**src/rtl/wide_search_pkg.sv**
```systemverilog
package wide_search_pkg;
  localparam int NUM_WORDS = 4;
  localparam int CMD_W     = 11;
  localparam int IDX_W     = 4;
  localparam int SEL_W     = 3;
  localparam logic [1:0] CODE_SEARCH = 2'b10;

  typedef enum logic [1:0] {
    ST_IDLE = 2'd0,
    ST_HAVE1 = 2'd1,
    ST_HAVE2 = 2'd2,
    ST_HAVE3 = 2'd3
  } seqStateT;

  typedef struct packed {
    logic [NUM_WORDS-1:0] loadWord;
  } strobeT;
endpackage

```
**src/rtl/wide_search_ctrl.sv**
```systemverilog
module wide_search_ctrl
  import wide_search_pkg::*;
(
  input  logic       clk,
  input  logic       rstN,
  input  logic       cmdValid,
  input  logic [2:0] cmdLow,
  output strobeT     strobes,
  output logic       reqValid,
  output logic       seqError,
  output logic       narrowReject
);
  seqStateT state, stateNext;
  logic isSearch;
  logic wideFlag;
  logic errNext, narrowNext, validNext;

  assign isSearch = cmdValid && (cmdLow[1:0] == CODE_SEARCH);
  assign wideFlag = cmdLow[2];

  always_comb begin
    stateNext = state;
    strobes = '0;
    errNext = 1'b0;
    narrowNext = 1'b0;
    validNext = 1'b0;
    case (state)
      ST_IDLE: begin
        if (isSearch) begin
          if (wideFlag) begin
            strobes.loadWord[0] = 1'b1;
            stateNext = ST_HAVE1;
          end else begin
            narrowNext = 1'b1;
          end
        end
      end
      ST_HAVE1: begin
        if (isSearch) begin
          strobes.loadWord[1] = 1'b1;
          stateNext = ST_HAVE2;
        end else begin
          errNext = 1'b1;
          stateNext = ST_IDLE;
        end
      end
      ST_HAVE2: begin
        if (isSearch && !wideFlag) begin
          strobes.loadWord[2] = 1'b1;
          stateNext = ST_HAVE3;
        end else begin
          errNext = 1'b1;
          stateNext = ST_IDLE;
        end
      end
      default: begin
        if (isSearch) begin
          strobes.loadWord[3] = 1'b1;
          validNext = 1'b1;
        end else begin
          errNext = 1'b1;
        end
        stateNext = ST_IDLE;
      end
    endcase
  end

  always_ff @(posedge clk) begin
    if (!rstN) begin
      state <= ST_IDLE;
      reqValid <= 1'b0;
      seqError <= 1'b0;
      narrowReject <= 1'b0;
    end else begin
      state <= stateNext;
      reqValid <= validNext;
      seqError <= errNext;
      narrowReject <= narrowNext;
    end
  end

  // at most one key slice is loaded per cycle
  assert_one_slice_R3: assert property (@(posedge clk) disable iff (!rstN)
    $onehot0(strobes.loadWord));

  // a request only follows an accepted search cycle
  assert_req_after_search_R7: assert property (@(posedge clk) disable iff (!rstN)
    reqValid |-> $past(isSearch));

  // the strobe lasts a single cycle
  assert_req_single_R7: assert property (@(posedge clk) disable iff (!rstN)
    reqValid |=> !reqValid);

  // errors come only from a sequence in progress
  assert_error_busy_R8: assert property (@(posedge clk) disable iff (!rstN)
    seqError |-> ($past(state) != ST_IDLE));

  // narrow refusal follows an idle search cycle with the width bit clear
  assert_narrow_cause_R10: assert property (@(posedge clk) disable iff (!rstN)
    narrowReject |-> ($past(isSearch) && !$past(wideFlag) && $past(state) == ST_IDLE));

  // outcome flags never coincide
  assert_flags_exclusive_R8: assert property (@(posedge clk) disable iff (!rstN)
    $countones({reqValid, seqError, narrowReject}) <= 1);
endmodule

```
**src/rtl/wide_search_dp.sv**
```systemverilog
module wide_search_dp
  import wide_search_pkg::*;
#(
  parameter int DATA_W = 72,
  localparam int KEY_W = DATA_W * NUM_WORDS
)(
  input  logic              clk,
  input  logic              rstN,
  input  strobeT            strobes,
  input  logic [DATA_W-1:0] dataIn,
  input  logic [IDX_W-1:0]  idxField,
  input  logic [SEL_W-1:0]  selField,
  output logic [KEY_W-1:0]  reqKey,
  output logic [IDX_W-1:0]  reqMaskHi,
  output logic [IDX_W-1:0]  reqMaskLo,
  output logic [SEL_W-1:0]  reqAddrHi,
  output logic [SEL_W-1:0]  reqResultSel
);
  for (genvar i = 0; i < NUM_WORDS; i++) begin : gSlice
    logic [DATA_W-1:0] sliceQ;
    always_ff @(posedge clk) begin
      if (!rstN) sliceQ <= '0;
      else if (strobes.loadWord[i]) sliceQ <= dataIn;
    end
    assign reqKey[(NUM_WORDS-1-i)*DATA_W +: DATA_W] = sliceQ;
  end

  always_ff @(posedge clk) begin
    if (!rstN) begin
      reqMaskHi <= '0;
      reqMaskLo <= '0;
      reqAddrHi <= '0;
      reqResultSel <= '0;
    end else begin
      if (strobes.loadWord[0]) reqMaskHi <= idxField;
      if (strobes.loadWord[2]) begin
        reqMaskLo <= idxField;
        reqAddrHi <= selField;
      end
      if (strobes.loadWord[3]) reqResultSel <= selField;
    end
  end

  // the first slice lands in the top of the key
  assert_first_slice_R3: assert property (@(posedge clk) disable iff (!rstN)
    strobes.loadWord[0] |=> reqKey[KEY_W-1 -: DATA_W] == $past(dataIn));

  // the last slice lands in the bottom of the key
  assert_last_slice_R3: assert property (@(posedge clk) disable iff (!rstN)
    strobes.loadWord[3] |=> reqKey[DATA_W-1:0] == $past(dataIn));

  // the upper mask index is held while later slices arrive
  assert_mask_hold_R4: assert property (@(posedge clk) disable iff (!rstN)
    (strobes.loadWord[1] || strobes.loadWord[2] || strobes.loadWord[3]) |=> $stable(reqMaskHi));

  // the result register index comes from the fourth cycle
  assert_sel_capture_R5: assert property (@(posedge clk) disable iff (!rstN)
    strobes.loadWord[3] |=> reqResultSel == $past(selField));
endmodule

```
**src/rtl/wide_search_asm.sv**
```systemverilog
module wide_search_asm
  import wide_search_pkg::*;
#(
  parameter int DATA_W = 72,
  localparam int KEY_W = DATA_W * NUM_WORDS
)(
  input  logic              clk,
  input  logic              rstN,
  input  logic              cmdValid,
  input  logic [CMD_W-1:0]  cmdBus,
  input  logic [DATA_W-1:0] dataIn,
  output logic              reqValid,
  output logic [KEY_W-1:0]  reqKey,
  output logic [IDX_W-1:0]  reqMaskHi,
  output logic [IDX_W-1:0]  reqMaskLo,
  output logic [SEL_W-1:0]  reqAddrHi,
  output logic [SEL_W-1:0]  reqResultSel,
  output logic              seqError,
  output logic              narrowReject
);
  strobeT strobes;
  logic [IDX_W-1:0] idxField;
  logic [SEL_W-1:0] selField;
  logic unusedCmdBit;

  assign idxField = {cmdBus[10], cmdBus[5:3]};
  assign selField = cmdBus[8:6];
  assign unusedCmdBit = cmdBus[9];

  wide_search_ctrl ctrl_i (
    .clk(clk),
    .rstN(rstN),
    .cmdValid(cmdValid),
    .cmdLow(cmdBus[2:0]),
    .strobes(strobes),
    .reqValid(reqValid),
    .seqError(seqError),
    .narrowReject(narrowReject)
  );

  wide_search_dp #(.DATA_W(DATA_W)) dp_i (
    .clk(clk),
    .rstN(rstN),
    .strobes(strobes),
    .dataIn(dataIn),
    .idxField(idxField),
    .selField(selField),
    .reqKey(reqKey),
    .reqMaskHi(reqMaskHi),
    .reqMaskLo(reqMaskLo),
    .reqAddrHi(reqAddrHi),
    .reqResultSel(reqResultSel)
  );
endmodule

```
**config.mk**
```make
export PLATFORM = sky130hd
export DESIGN_NAME = wide_search_asm
export DESIGN_NICKNAME = d
export VERILOG_FILES = /design/src/rtl/wide_search_pkg.sv /design/src/rtl/wide_search_ctrl.sv /design/src/rtl/wide_search_dp.sv /design/src/rtl/wide_search_asm.sv
export SDC_FILE = /design/constraint.sdc
export NUM_CORES = 1
export LEC_CHECK = 0
export BUFFER_PORTS_ARGS = -buffer_cell sky130_fd_sc_hd__buf_2
export CAP_MARGIN = 25
export CORE_UTILIZATION = 45
export CTS_BUF_LIST = sky130_fd_sc_hd__clkbuf_2 sky130_fd_sc_hd__clkbuf_4 sky130_fd_sc_hd__clkbuf_8
export DETAILED_ROUTE_END_ITERATION = 16
export GPL_TIMING_DRIVEN = 0
export PLACE_DENSITY = 0.77
export SYNTH_ARGS = -nofsm -noshare
export SYNTH_HDL_FRONTEND = slang
export SYNTH_SLANG_ARGS = --single-unit
```
**constraint.sdc**
```tcl
create_clock -name clk -period 2.9 [get_ports clk]
set_clock_uncertainty 0.05 [all_clocks]
set_input_delay 0.58 -clock clk [delete_from_list [all_inputs] [get_ports clk]]
set_output_delay 0.58 -clock clk [all_outputs]
set_load 0.1 [all_outputs]
```
==> results.json <==
{
  "core_um2": 24200,
  "drive_above_1_share_pct": 32.6,
  "reg2reg_slack_ns": 1.22,
  "maxSlewViolCount": 0,
  "power_frac_comb_pct": 6.4,
  "p_leak_uw": 0.00744,
  "ctsLongestPathBuffers": 3,
  "wire_per_inst_um": 17.7,
  "cap_violations": 0,
  "ir_worst_vdd_mv": 0.345,
  "r2r-end": "dp_i.gSlice[0].sliceQ[51]",
  "setup_slack_ns": 0.878,
  "top_layer_used": "met4",
  "yosys.area_share.simple_pct": 13.5,
  "path_cells": "buf_2",
  "cp.required_ns": 2.27,
  "ant_nets": 0,
  "syn_area_per_cell_um2": 10.3,
  "grt_overflow": 0,
  "report.final.setup_viol": 0,
  "synth-seq-cells": 307,
  "max_slew_margin_pct": 48.6,
  "ys_warn_count": 0,
  "period_share_pct": 69.7,
  "place_area_um2": 13500,
  "p_seq_share_pct": 50.1,
  "grt_pass1_vias": 9445,
  "path_max_fanout": 2,
  "p_int_uw": 6460,
  "grt_pass1_wl_um": 51400,
  "arrival_ns": 1.39,
  "postCtsSetupBuffers": 0,
  "hp-class": "in2reg",
  "crit_slowest_cell": "buf_2",
  "synth_top_family_by_area": "multiplexers",
  "num_io_pins": 391,
  "hold_depth": 2,
  "synth_compound_area_share_pct": 0.158,
  "fmax_mhz": 495,
  "hold_path_end": "ctrl_i.narrowReject",
  "start_util_pct": 45.8,
  "setup_tns_ns": 0,
  "netlist-cell-type-count": 18,
  "status": "finished clean",
  "swShare_pct": 24.1,
  "die_w_um": 159,
  "path_clk_slew_ns": 0.06,
  "dp_hpwl_um": 24100,
  "ys_seq_area_share_pct": 55.3,
  "syn-instance-count": 1084,
  "p_switching_uw": 2050,
  "hold_buffers": 0,
  "period_needed_ns": 2.02,
  "wl_met2_um": 15900,
  "p_per_area_nw_per_um2": 589,
  "synthAdderAreaFrac_pct": 0,
  "place_ws_ns": 0.572,
  "h-tree-depth": 2,
  "whs_ns": 0.186,
  "grt_usage_pct": 25.5,
  "mostFrequentLayoutCells": "buf_2 (406), nand2_1 (382), dfxtp_1 (307), mux2i_1 (303), clkbuf_8 (58)",
  "cts.sinks": 307,
  "cts_resized": 0,
  "drt-met1-wl_um": 14200,
  "gp_congestion": 0.890,
  "synthXorXnorAreaFrac_pct": 0,
  "final_common_cell": "buf_2",
  "timing_worst_setup_path_type": "reg2out",
  "routed_wl_um": 33300,
  "num_rows": 57,
  "tightest_slew_ns": 0.771,
  "routed-wl-met3_um": 1880,
  "drc_errors": 0,
  "critPathMaxStageDelay_ns": 0.46,
  "syn_area_um2": 11100,
  "die_area_um2": 25300,
  "hold_violations": 0,
  "dr_total_vias": 9398,
  "die_h_um": 159,
  "rsz0062_at_grt": "no",
  "fin_area_um2": 14400,
  "hold_start": "cmdBus[2]",
  "rr_worst_depth": 5,
  "grt_antenna_before_repair": 2,
  "crit_family": "buffers and inverters",
  "areaGrowthSynthToFinish_pct": 29.9,
  "grt_max_degree": 13,
  "drt_iter0_drc": 507,
  "synth.area.mux_share_pct": 27.3,
  "cts_tree": "yes",
  "placement.io_buffers": 388,
  "via_per_inst": 5.01,
  "startpoint_type": "flip-flop",
  "cts_inserted_buffers": 50,
  "path_buf_inv": 1,
  "r2r_start": "ctrl_i.state[1]",
  "root_buffer": "clkbuf_8",
  "power_frac_clock_pct": 43.5,
  "clock_latency_ns": 0.55,
  "first_pass_iters": 7,
  "end_kind": "output pin",
  "final_nets": 1610,
  "syn_nets": 1170
}
==> state kept, by name (all words and copies together) (netlist names) <==
name,cells
dp_i.gSlice.sliceQ,288
ctrl_i.narrowReject,1
dp_i.reqResultSel,3
dp_i.reqMaskHi,4
ctrl_i.reqValid,1
dp_i.reqAddrHi,3
ctrl_i.seqError,1
dp_i.reqMaskLo,4
ctrl_i.state,2
==> through the flow <==
stage	util (%)	power, uW	instances
global route	59.5	8780	1877
CTS	59.5	8560	1875
detailed placement	55.5	4890	1796
global placement	55.5	4890	1796
finish	59.5	8500	1877
floorplan	-	4710	1084
==> worst max-delay path by stage <==
stage,start,cells past startpoint,slack [ns],endpoint
finish,dp_i.gSlice[0].sliceQ[71],1,0.88,reqKey[287]
global route,dp_i.gSlice[0].sliceQ[71],1,0.85,reqKey[287]
CTS,dp_i.gSlice[0].sliceQ[69],1,0.87,reqKey[285]
detailed placement,rstN,5,0.57,dp_i.gSlice[0].sliceQ[31]
global placement,cmdBus[0],7,0.61,dp_i.gSlice[0].sliceQ[68]
floorplan,cmdBus[0],7,1.14,dp_i.gSlice[3].sliceQ[32]
==> synth_stat cells (all sizes together) <==
master	instances	share of area (%)
mux2i	303	27
nor4	1	0.056
and3b	2	0.16
nor2	3	0.10
dfxtp	307	55
buf	40	2.4
clkbuf	38	1.3
o21ai	1	0.045
a21boi	1	0.068
nand2	382	13
and2	1	0.056
and3	1	0.10
nand3	2	0.090
nand2b	1	0.056
a21oi	1	0.045
==> cell type report <==
type	count	area, um^2
diodes	2	5.00
plain buffers	78	413
clock buffers	75	926
clock inverters	4	47.5
fillers	2140	9810
multi-input cells	699	4550
flip-flops and latches	307	6150
well taps	324	405
repair buffers	388	1940
==> kinds of logic after synthesis <==
group | after synthesis
AO/OA/AOI/OAI | 3
buffers and inverters | 78
flip-flops | 307
multiplexers | 303
AND/OR/NAND/NOR | 393
==> power by group through the flow <==
stage	clock network [uW]	logic (uW)	registers, uW
after floorplan	0	177	4530
after global placement	0	536	4350
after detailed placement	0	541	4350
after CTS	3760	543	4260
after global routing	3950	572	4260
final	3700	542	4260
==> per-layer routing <==
layer / up-vias / track usage (%)
li1: 4448 / -
met1: 4508 / 31.2
met2: 356 / 43.4
met3: 86 / 4.90
met4: 0 / 11.9
met5: - / 0
(Power assumes the default switching activity.)
